**config.mk**
```make
export PLATFORM = sky130hd
export DESIGN_NAME = region_err_logger
export DESIGN_NICKNAME = d
export VERILOG_FILES = /design/src/rtl/elog_pkg.sv /design/src/rtl/elog_intake.sv /design/src/rtl/elog_region.sv /design/src/rtl/elog_readout.sv /design/src/rtl/region_err_logger.sv
export SDC_FILE = /design/constraint.sdc
export NUM_CORES = 2
export LEC_CHECK = 0
export BUFFER_PORTS_ARGS = -buffer_cell sky130_fd_sc_hd__buf_2
export CAP_MARGIN = 10
export CORE_MARGIN = 1.5
export CORE_UTILIZATION = 45
export DETAILED_ROUTE_END_ITERATION = 8
export PLACE_DENSITY_LB_ADDON = 0.3
export SLEW_MARGIN = 10
export SYNTH_ARGS = -nofsm -noshare
export SYNTH_HDL_FRONTEND = slang
export SYNTH_SLANG_ARGS = --single-unit
```
**constraint.sdc**
```tcl
create_clock -name clk -period 17.25 [get_ports clk]
set_clock_uncertainty 0.2 [all_clocks]
set_input_delay 0 -clock clk [delete_from_list [all_inputs] [get_ports clk]]
set_output_delay 0 -clock clk [all_outputs]
set_load 0.01 [all_outputs]
```
**src/rtl/elog_pkg.sv**
```systemverilog
// Package: shared constants and the word layout of one table entry.
// Assumes: an entry is read as five consecutive words in the order below.
package elog_pkg;
    localparam int unsigned ENTRY_WORDS = 5;

    typedef enum logic [2:0] {
        WD_ADDR  = 3'd0,
        WD_GOOD  = 3'd1,
        WD_BAD   = 3'd2,
        WD_RSVD  = 3'd3,
        WD_COUNT = 3'd4
    } word_sel_e;
endpackage

```
**src/rtl/elog_intake.sv**
```systemverilog
// Module: elog_intake
// Filters incoming failures by enable and by region, steers an accepted
// failure to the bank of its region, and keeps the saturating total.
// Assumes: regions below FIRST_REGION or beyond the last bank are not logged.
module elog_intake #(
    parameter int ADDR_W       = 15,
    parameter int REGION_W     = 12,
    parameter int FIRST_REGION = 2,
    parameter int NUM_REGIONS  = 6,
    parameter int TOT_W        = 16
) (
    input  logic                   clk,
    input  logic                   rst_n,
    input  logic                   clr,
    input  logic                   err_valid,
    input  logic                   log_en,
    input  logic [ADDR_W-1:0]      err_addr,
    output logic [NUM_REGIONS-1:0] bank_hit,
    output logic [TOT_W-1:0]       total
);
    localparam int RSEL_W = ADDR_W - REGION_W;

    logic [RSEL_W-1:0] region;
    logic              in_window;
    logic              accept;

    // Region number and window test for the presented address.
    always_comb begin
        region    = err_addr[ADDR_W-1:REGION_W];
        in_window = (int'(region) >= FIRST_REGION) &&
                    (int'(region) <  FIRST_REGION + NUM_REGIONS);
        accept    = err_valid && log_en && in_window;
    end

    // One hit line per region bank.
    for (genvar g = 0; g < NUM_REGIONS; g++) begin : g_hit
        assign bank_hit[g] = accept && (int'(region) == FIRST_REGION + g);
    end

    // Saturating count of accepted failures.
    always_ff @(posedge clk) begin
        if (!rst_n)                     total <= '0;
        else if (clr)                   total <= '0;
        else if (accept && total != '1) total <= total + 1'b1;
    end

    p_ignore_low_r6: assert property (@(posedge clk) disable iff (!rst_n)
        (err_valid && int'(region) < FIRST_REGION && !clr) |=> $stable(total));

    p_ignore_off_r7: assert property (@(posedge clk) disable iff (!rst_n)
        (err_valid && !log_en && !clr) |=> $stable(total));

    p_total_sat_r8: assert property (@(posedge clk) disable iff (!rst_n)
        (total == '1 && !clr) |=> total == '1);
endmodule

```
**src/rtl/elog_region.sv**
```systemverilog
// Module: elog_region
// Holds the entries of one region. A hit whose address matches a stored
// entry bumps that entry's count; otherwise the lowest free slot is filled;
// with no free slot the hit is dropped.
// Assumes: at most one hit per cycle; clear overrides a hit.
module elog_region #(
    parameter int ADDR_W = 15,
    parameter int DATA_W = 16,
    parameter int SLOTS  = 4,
    parameter int CNT_W  = 16
) (
    input  logic                              clk,
    input  logic                              rst_n,
    input  logic                              clr,
    input  logic                              hit,
    input  logic [ADDR_W-1:0]                 fa,
    input  logic [DATA_W-1:0]                 fg,
    input  logic [DATA_W-1:0]                 fb,
    output logic [SLOTS-1:0]                  slot_vld,
    output logic [SLOTS-1:0][ADDR_W-1:0]      slot_addr,
    output logic [SLOTS-1:0][DATA_W-1:0]      slot_good,
    output logic [SLOTS-1:0][DATA_W-1:0]      slot_bad,
    output logic [SLOTS-1:0][CNT_W-1:0]       slot_cnt
);
    localparam int IDX_W = (SLOTS > 1) ? $clog2(SLOTS) : 1;
    localparam logic [CNT_W-1:0] CNT_MAX = {CNT_W{1'b1}};

    logic [SLOTS-1:0] match;
    logic             any_match;
    logic             have_free;
    logic [IDX_W-1:0] free_idx;

    // Address match against every stored entry.
    always_comb begin
        for (int i = 0; i < SLOTS; i++)
            match[i] = slot_vld[i] && (slot_addr[i] == fa);
        any_match = |match;
    end

    // Lowest free slot.
    always_comb begin
        have_free = 1'b0;
        free_idx  = '0;
        for (int i = SLOTS - 1; i >= 0; i--) begin
            if (!slot_vld[i]) begin
                have_free = 1'b1;
                free_idx  = IDX_W'(i);
            end
        end
    end

    // Entry storage: clear, bump a matching count, or allocate.
    always_ff @(posedge clk) begin
        if (!rst_n || clr) begin
            slot_vld  <= '0;
            slot_addr <= '0;
            slot_good <= '0;
            slot_bad  <= '0;
            slot_cnt  <= '0;
        end else if (hit) begin
            if (any_match) begin
                for (int i = 0; i < SLOTS; i++)
                    if (match[i] && slot_cnt[i] != CNT_MAX)
                        slot_cnt[i] <= slot_cnt[i] + 1'b1;
            end else if (have_free) begin
                slot_vld[free_idx]  <= 1'b1;
                slot_addr[free_idx] <= fa;
                slot_good[free_idx] <= fg;
                slot_bad[free_idx]  <= fb;
                slot_cnt[free_idx]  <= CNT_W'(1);
            end
        end
    end

    for (genvar s = 0; s < SLOTS; s++) begin : g_chk
        p_cnt_sat_r4: assert property (@(posedge clk) disable iff (!rst_n)
            (!clr && slot_vld[s] && slot_cnt[s] == CNT_MAX) |=> slot_cnt[s] == CNT_MAX);

        p_entry_kept_r3: assert property (@(posedge clk) disable iff (!rst_n)
            (!clr && slot_vld[s]) |=> (slot_vld[s] && $stable(slot_addr[s]) &&
                                       $stable(slot_good[s]) && $stable(slot_bad[s])));
    end

    p_full_drop_r5: assert property (@(posedge clk) disable iff (!rst_n)
        (hit && !clr && (&slot_vld) && !any_match) |=> $stable(slot_cnt));

    p_one_alloc_r11: assert property (@(posedge clk) disable iff (!rst_n)
        !clr |=> ($countones(slot_vld) <= $past($countones(slot_vld)) + 1));
endmodule

```
**src/rtl/elog_readout.sv**
```systemverilog
// Module: elog_readout
// Combinational word-addressed view of the whole table, five words per
// entry. Unallocated entries, the reserved word and addresses past the
// table read as zero.
// Assumes: ADDR_W and CNT_W are not wider than DATA_W.
module elog_readout
    import elog_pkg::*;
#(
    parameter int ADDR_W  = 15,
    parameter int DATA_W  = 16,
    parameter int CNT_W   = 16,
    parameter int ENTRIES = 24,
    parameter int RD_W    = 7
) (
    input  logic [RD_W-1:0]                 rd_addr,
    input  logic [ENTRIES-1:0]              e_vld,
    input  logic [ENTRIES-1:0][ADDR_W-1:0]  e_addr,
    input  logic [ENTRIES-1:0][DATA_W-1:0]  e_good,
    input  logic [ENTRIES-1:0][DATA_W-1:0]  e_bad,
    input  logic [ENTRIES-1:0][CNT_W-1:0]   e_cnt,
    output logic [DATA_W-1:0]               rd_data
);
    localparam int WORDS = ENTRIES * ENTRY_WORDS;

    // Split the word address into entry and word and select the field.
    always_comb begin
        int unsigned e;
        int unsigned w;
        rd_data = '0;
        e = int'(rd_addr) / ENTRY_WORDS;
        w = int'(rd_addr) % ENTRY_WORDS;
        if (int'(rd_addr) < WORDS && e < ENTRIES) begin
            if (e_vld[e]) begin
                case (word_sel_e'(w[2:0]))
                    WD_ADDR:  rd_data = DATA_W'(e_addr[e]);
                    WD_GOOD:  rd_data = e_good[e];
                    WD_BAD:   rd_data = e_bad[e];
                    WD_COUNT: rd_data = DATA_W'(e_cnt[e]);
                    default:  rd_data = '0;
                endcase
            end
        end
    end
endmodule

```
**src/rtl/region_err_logger.sv**
```systemverilog
// Module: region_err_logger (top)
// Logs memory test failures into per-region groups of entries, merges
// repeats into an occurrence count and exposes the table for reading.
// Assumes: one failure per cycle at most; synchronous active-low reset.
module region_err_logger #(
    parameter  int ADDR_W       = 15,
    parameter  int DATA_W       = 16,
    parameter  int REGION_W     = 12,
    parameter  int FIRST_REGION = 2,
    parameter  int SLOTS        = 4,
    parameter  int CNT_W        = 16,
    parameter  int TOT_W        = 16,
    localparam int NUM_REGIONS  = (1 << (ADDR_W - REGION_W)) - FIRST_REGION,
    localparam int ENTRIES      = NUM_REGIONS * SLOTS,
    localparam int WORDS        = ENTRIES * 5,
    localparam int RD_W         = $clog2(WORDS),
    localparam int USED_W       = $clog2(ENTRIES + 1)
) (
    input  logic              clk,
    input  logic              rst_n,
    input  logic              clr_table,
    input  logic              log_en,
    input  logic              err_valid,
    input  logic [ADDR_W-1:0] err_addr,
    input  logic [DATA_W-1:0] err_good,
    input  logic [DATA_W-1:0] err_bad,
    input  logic [RD_W-1:0]   rd_addr,
    output logic [DATA_W-1:0] rd_data,
    output logic [USED_W-1:0] used_entries,
    output logic [TOT_W-1:0]  err_total
);
    logic [NUM_REGIONS-1:0]            bank_hit;
    logic [ENTRIES-1:0]                all_vld;
    logic [ENTRIES-1:0][ADDR_W-1:0]    all_addr;
    logic [ENTRIES-1:0][DATA_W-1:0]    all_good;
    logic [ENTRIES-1:0][DATA_W-1:0]    all_bad;
    logic [ENTRIES-1:0][CNT_W-1:0]     all_cnt;

    elog_intake #(
        .ADDR_W(ADDR_W), .REGION_W(REGION_W), .FIRST_REGION(FIRST_REGION),
        .NUM_REGIONS(NUM_REGIONS), .TOT_W(TOT_W)
    ) u_intake (
        .clk(clk), .rst_n(rst_n), .clr(clr_table), .err_valid(err_valid),
        .log_en(log_en), .err_addr(err_addr), .bank_hit(bank_hit), .total(err_total)
    );

    // One bank per loggable region.
    for (genvar r = 0; r < NUM_REGIONS; r++) begin : g_bank
        elog_region #(
            .ADDR_W(ADDR_W), .DATA_W(DATA_W), .SLOTS(SLOTS), .CNT_W(CNT_W)
        ) u_bank (
            .clk(clk), .rst_n(rst_n), .clr(clr_table), .hit(bank_hit[r]),
            .fa(err_addr), .fg(err_good), .fb(err_bad),
            .slot_vld (all_vld [r*SLOTS +: SLOTS]),
            .slot_addr(all_addr[r*SLOTS +: SLOTS]),
            .slot_good(all_good[r*SLOTS +: SLOTS]),
            .slot_bad (all_bad [r*SLOTS +: SLOTS]),
            .slot_cnt (all_cnt [r*SLOTS +: SLOTS])
        );
    end

    elog_readout #(
        .ADDR_W(ADDR_W), .DATA_W(DATA_W), .CNT_W(CNT_W),
        .ENTRIES(ENTRIES), .RD_W(RD_W)
    ) u_read (
        .rd_addr(rd_addr), .e_vld(all_vld), .e_addr(all_addr), .e_good(all_good),
        .e_bad(all_bad), .e_cnt(all_cnt), .rd_data(rd_data)
    );

    // Population count of allocated entries.
    always_comb begin
        used_entries = '0;
        for (int i = 0; i < ENTRIES; i++)
            used_entries += USED_W'(all_vld[i]);
    end

    p_clear_r1: assert property (@(posedge clk) disable iff (!rst_n)
        clr_table |=> (used_entries == '0 && err_total == '0));

    p_used_step_r9: assert property (@(posedge clk) disable iff (!rst_n)
        !clr_table |=> (used_entries <= $past(used_entries) + 1'b1));
endmodule

```
# Word level (Yosys, flattened, before mapping)
# Cells that the tools add are included.
op_classes:
  eq_ne: 82
  div_mod_pow: 2
  addsub: 48
  order_cmp: 16
  n_reduce_logical: 110
  bitwise: 31
  muxes: 151
ops:
  columns: ["cell", "n"]
  rows:
  - ["64-bit bitwise mux", 12]
  - ["64-bit 2-to-1 mux", 12]
  - ["16-bit 2-to-1 mux", 35]
  - ["16-bit by 1-bit adder with 16-bit output, second input constant", 25]
  - ["16-bit inequality test, second input constant", 25]
  - ["60-bit AND", 6]
  - ["60-bit bitwise mux", 6]
  - ["15-bit == test", 24]
  - ["60-bit inverter", 6]
  - ["16-bit binary-select mux with 5-bit select", 3]
  - ["16-bit demux with 2-bit select", 6]
  - ["15-bit demux with 2-bit select", 6]
  - ["15-bit 2-to-1 mux", 7]
  - ["5-bit by 1-bit adder with 5-bit output", 19]
  - ["3-bit AND reduction", 30]
  - ["15-bit binary-select mux with 5-bit select", 1]
  - ["1-bit logical AND", 64]
  - ["16-bit case mux with 4 select lines", 1]
  - ["2-bit 2-to-1 mux", 24]
  - ["2-bit inequality test, second input constant", 24]
  - ["4-bit bitwise OR", 12]
  - ["7-bit by 3-bit divider with 32-bit output, second input constant", 1]
  - ["32-bit by 5-bit < comparator with 1-bit output, second input constant", 1]
  - ["32-bit by 6-bit < comparator with 1-bit output, second input constant", 1]
  - ["22 further kinds", 89]
word_totals:
  elab_cells: 543
  output_inout_bits: 37
  inputBits: 59
  regBits: 1552

# Longest topological paths before layout
logic_depth:
  depth_word: 23
  ltp_mapped: 35
  depth_no_buf: 22

# Hierarchy
# Synthesis repeated with hierarchy kept, for this count alone.
unflattened:
  cells_unflattened: 10490
  hier_area_um2: 80802.5
by_module_without_submodules:
  columns: ["module", "n_inst", "area_per_inst_um2", "seq_area_each_um2", "cells_each"]
  rows:
  - ["elog_region", 6, 10841.6, 5124.9, 1389]
  - ["elog_readout", 1, 14234.9, 0.0, 1980]
  - ["elog_intake", 1, 900.9, 320.3, 106]
  - ["region_err_logger", 1, 616.8, 0.0, 70]

# Worst setup path before layout
# No wires, ideal clock.
synth_timing:
  path_kind: "input -> output"
  startpoint: "input port rd_addr[5]"
  endpoint: "output port rd_data[15]"
  n_path_buf: 13
  path_stages: 34
  path_slack_ns: 10.507
  arrival_ns: 6.543
  required_ns: 17.050
  path_cell_list: "or2_1 -> buf_2 -> ha_1 -> nand2b_4 -> o21ai_1 -> nand2_2 -> o21ai_1 -> ha_1 -> inv_1 -> maj3_2 -> o2111a_2 -> buf_4 -> buf_2 -> buf_2 -> buf_2 -> buf_2 -> buf_1 -> xnor2_1 -> ha_1 -> clkbuf_1 -> o2bb2ai_1 -> a2111o_1 -> a22oi_4 -> buf_6 -> nand2_2 -> buf_6 -> buf_6 -> buf_6 -> buf_2 -> a21oi_1 -> o21ai_0 -> a41oi_1 -> o21ai_0 -> a221oi_1"
synth_via:
  elab_chain_cells: 6
  elab_cells_between_ends: 20
  classes_between: "2 x div; 2 x order compare; 3 x eq/ne; 11 x mux; 2 x reduce/logical"
synth_lines:
  columns: ["element", "line", "text"]
  rows:
  - ["from (decl)", "region_err_logger.sv:27", "input logic [RD_W-1:0] rd_addr,"]
  - ["7-bit by 3-bit divider with 32-bit output", "elog_readout.sv:30", "e = int'(rd_addr) / ENTRY_WORDS;"]
  - ["16-bit binary-select mux with 5-bit select (on tied branches)", "elog_readout.sv:38, elog_readout.sv:36, elog_readout.sv:37", null]
  - ["16-bit 2-to-1 mux (on tied branches)", "elog_readout.sv:38, elog_readout.sv:36, elog_readout.sv:37", null]
  - ["16-bit case mux with 4 select lines", "elog_readout.sv:34", "case (word_sel_e'(w[2:0]))"]
  - ["16-bit 2-to-1 mux", "elog_readout.sv:33", "if (e_vld[e]) begin"]
  - ["16-bit 2-to-1 mux *", "elog_readout.sv:32", "if (int'(rd_addr) < WORDS && e < ENTRIES) begin"]
  - ["to (decl)", "region_err_logger.sv:28", "output logic [DATA_W-1:0] rd_data,"]
# Every way passes the cells marked *; elsewhere a longest branch is shown, timed or not. The select of a mux whose other input is x is not followed.

# Final worst setup path
layout_timing:
  startpoint: "input port rd_addr[4]"
  endpoint: "output port rd_data[13]"
layout_via:
  elab_chain_cells: 6
  elab_cells_between_ends: 22
  classes_between: "2 x div; 2 x order compare; 3 x eq/ne; 13 x mux; 2 x reduce/logical"
layout_lines:
  columns: ["element", "line", "text"]
  rows:
  - ["7-bit by 3-bit divider with 32-bit output", "elog_readout.sv:30", null]
  - ["16-bit binary-select mux with 5-bit select (tied with other cells)", "elog_readout.sv:38", "WD_COUNT: rd_data = DATA_W'(e_cnt[e]);"]
  - ["16-bit 2-to-1 mux (implied by the code) (tied with other cells)", "elog_readout.sv:38", null]
  - ["16-bit case mux with 4 select lines", "elog_readout.sv:34", null]
  - ["16-bit 2-to-1 mux", "elog_readout.sv:33", null]
  - ["16-bit 2-to-1 mux *", "elog_readout.sv:32", null]
# Marks and branches as above.

==> summary by stage <==
Worst setup path
In this run the critical register-to-register path is launched from g_bank[3].u_bank.slot_vld[3]$_SDFFE_PP0P_. Data on the critical path arrives at its endpoint at 9410 ps. The worst reg-to-reg setup slack is about 12000 ps. The number of cell instances on the worst register-to-register path is 10. The cell with the largest stage delay on the worst path is a2111oi_0. The largest single stage delay on the critical path is between 1000 and 1500 ps.

The required arrival time at the worst endpoint is 17050 ps. The maximum fanout encountered on the critical timing path is between 100 and 150. The critical path class is in2out. The endpoint type of the worst setup path is a primary output.

In this run the critical register-to-register path is captured at g_bank[3].u_bank.slot_cnt[15]$_SDFFE_PP0P_. STA classifies the critical path startpoint as an input port.

Clock network
The maximum clock path buffer count is 3. After clock tree synthesis, the clock-pin slew on the worst setup and hold paths is 60 ps. Clock tree synthesis inserted a total of 172 buffers. TritonCTS built the clock tree. The insertion delay of the later-clocked pin in the worst-skew pair is between 800 and 900 ps. The tree is rooted in a clkbuf_16. The clock net in this run drives a total of 1552 sinks. In this run the number of H-tree levels came out at 4. After clock tree synthesis, the repair step resized 0 gates.

Routing
The routed wirelength normalized by instance count is 24.9 microns. The detail route stage leaves a number of antenna-violating nets equal to 0. In this run, the number of DRC markers left after iteration 0 of detailed routing was 12800. The first detailed-routing pass took 6 iterations. The detailed router placed between 80000 and 90000 vias in this run. In the routed layout, each cell is associated on average with a via count of 6.25.

The total wire length after detailed routing is around 330 mm. In the routed design, unresolved DRC markers number 0.

Synthesis
By area the synthesized netlist is led by dfxtp_1, nand2_1, a21oi_1, xnor2_1, clkbuf_1. The synthesized area is 0.0803 sq mm. The share of synthesized area in the top cell type comes to 38.7%.

A synthesized cell averages a little over 7 sq um. The predominant post-synthesis flop cell is dfxtp_1. The number of distinct standard cells referenced by the synthesized netlist is ~110.

After synthesis the netlist holds a flip-flop and latch count of approximately 1600. Of all cell types, the one taking the most synthesized area is dfxtp_1. When the netlist entered floorplanning its net count stood at 11400. The yosys synthesis warning count is 0.

The count of flip-flops with a built-in enable after synthesis is 0. The async set or reset register ratio after synthesis is 0%. The gate count after technology mapping is 11300.

Of the synthesized area, sequential elements account for 38.7%.

Placement
After legalization and detailed placement, the total HPWL measured 209 mm. Input and output buffers added on the ports amount to 95. Once placement completed, the tool counted placed cells totaling between 10000 and 15000. The final RePlAce weighted congestion is 1.01.

Pwr
The leakage power total is 26.5 nW. The worst vdd rail ir drop is about 120 uV. Dividing total power by cell area gives a power density of around 95 mW/mm^2.

Hold path
The start point of the worst hold path is err_good[1]. The tightest min-delay check is of the in2reg type. The path with the worst hold slack has its endpoint at g_bank[0].u_bank.slot_good[33]$_SDFFE_PP0P_. Counting instances, the worst hold path has a depth of 4.

Floorplan
The number of rows created at floorplan is 154. From bottom edge to top edge, the die measures ~430 microns. The die extent in x is 425 microns. In this run the standard cell core region covers 0.177 sq mm.

The initial utilization of the core area, before any placement, comes to 45.4%. between 90 and 100 I/O pins were placed. The area of the die is 0.181 sq mm.

Global routing
The total grt overflow is 0. The number of global-route vias before repair was 75200. The first global-routing pass estimated 488 mm of wire. The pin count of the biggest net entering global routing is between 200 and 250. The initial antenna violation count is 26.

Global routing consumed, over all layers together, a little over a third of the routing resources.

Flow run
The number of max-cap violations is 0.

STA
The hold violation total from the final report is 0. The final critical path time including I/O delays and setup is 9610 ps. The top achievable clock speed is 0.104 GHz. The setup violation total in the final timing report is 0. The hold slack is 29.4 ps. The ratio of final minimum period to clock period is between 50 and 60%. In this run the tightest slew margin relative to its limit is 7.42%. The number of pins exceeding their max-slew limit in the final report is 0. The setup TNS is 0 ps.

The transition at the pin with the smallest max-transition slack is 1380 ps. Setup repair after global routing left no endpoint under its margin.

Cells and area
The net count of the finished layout is 10900. The utilization of the core after routing is between 40% and 50%. The sequential cells in the finished layout cover a total of 0.0311 sq mm.

After filler insertion, the fill cell instance count of the layout stands at 17100. The final instance count without filler cells is 13300. Summing all multi-input logic gate instances after layout gives between 0.04 and 0.05 sq mm. The library cells used most frequently in the layout, excluding fill and tap cells, are nand2_1, a21oi_1, dfxtp_1, nor2_1, xnor2_1. The fraction of final layout cells with drive strength greater than 1 is 6.51%. Leaving out fill and tap cells, the most frequent cell in the layout is nand2_1. From synthesis to final layout, the design area changed by 9.45%.

Run status
The flow ran to the end, and the final reports show no timing, DRC or antenna violations.
-- layout make-up --
class                   count  share of cell area, %
well taps                2340                   3.33
diodes                      8                 0.0228
multi-input cells        8697                   51.6
flip-flops and latches   1552                   35.4
inverters                  63                  0.269
clock buffers             257                   5.84
clock inverters            48                  0.628
repair buffers            340                   2.91
-- critical path: cells and delay by family --
family | cells | cell delay [ps]
fa+ha+maj | 4 | 1420
buf+inv | 6 | 2020
xor+xnor | 1 | 230
simple gates | 5 | 1510
mux | 1 | 200
compound gates | 9 | 3890
-- routing by layer --
layer | wire [microns] | up-vias | track usage [%] | part of all wire [%]
li1 | - | 37400 | - | -
met5 | 195 | - | 0 | 0.059
met3 | 45800 | 975 | 10.4 | 14
met2 | 137000 | 5353 | 51.2 | 41
met4 | 18900 | 32 | 17.7 | 5.7
met1 | 130000 | 39400 | 47.4 | 39
-- state kept, by name (all words and copies together), names as in the netlist --
signal / cells
u_intake.total: 16
g_bank.u_bank.slot_vld: 24
g_bank.u_bank.slot_bad: 384
g_bank.u_bank.slot_good: 384
g_bank.u_bank.slot_addr: 360
g_bank.u_bank.slot_cnt: 384
-- stage by stage --
| stage | total power, mW | instance area (sq um) | worst slack (ps) |
|---|---|---|---|
| after global routing | 8.52 | 87800 | 7370 |
| after floorplan | 4.26 | 80300 | 10510 |
| after global placement | 4.60 | 81400 | 8090 |
| after detailed placement | 4.60 | 81400 | 7990 |
| final | 8.35 | 87800 | 7640 |
| after CTS | 8.31 | 87800 | 7980 |
-- cells in the mapped netlist (all sizes together) (28+ instances only) --
master and instances:
mux2i 194, nor2 542, inv 59, clkbuf 701, a21oi 1674, nand2 3614, buf 249, xor2 34
nor3 100, o211ai 40, nand3 310, ha 38, and3 209, nand3b 28, dfxtp 1552, a22oi 162
nor4 57, o21a 41, nand4 174, mux2 41, or3 37, a311oi 64, a211oi 119, a21boi 65
o21ai 296, a31oi 52, or2 39, xnor2 371
-- worst max-delay path by stage --
stage | start | to | slack, ps | cells after the start
2_1_floorplan | rd_addr[5] | rd_data[15] | 10510 | 34
3_3_place_gp | rd_addr[4] | rd_data[11] | 8090 | 28
3_5_place_dp | rd_addr[4] | rd_data[11] | 7990 | 28
4_1_cts | rd_addr[4] | rd_data[11] | 7980 | 28
5_1_grt | rd_addr[4] | rd_data[11] | 7370 | 28
6_report | rd_addr[4] | rd_data[13] | 7640 | 26
-- power breakdown --
group          internal, mW  switching [mW]  leakage, nW
logic                 0.178           0.826         11.2
clock network          2.16            1.60         2.80
registers              3.59         0.00282         12.5
-- logic make-up after synthesis --
group / count (synthesis) / synth area share [%]
AO/OA/AOI/OAI: 2761 / 20.1
XOR/XNOR: 405 / 4.42
adder cells (fa/ha/maj): 58 / 1.06
buffers and inverters: 1013 / 5.20
flip-flops: 1552 / 38.7
multiplexers: 235 / 2.99
AND/OR/NAND/NOR: 5238 / 27.5
-- what timing repair did --
item                        CTS  global route
hold buffers                 68             0
hold endpoints to repair   1163             0
setup endpoints to repair     0             0
buffers inserted              0             0
(Power assumes the default switching activity.)
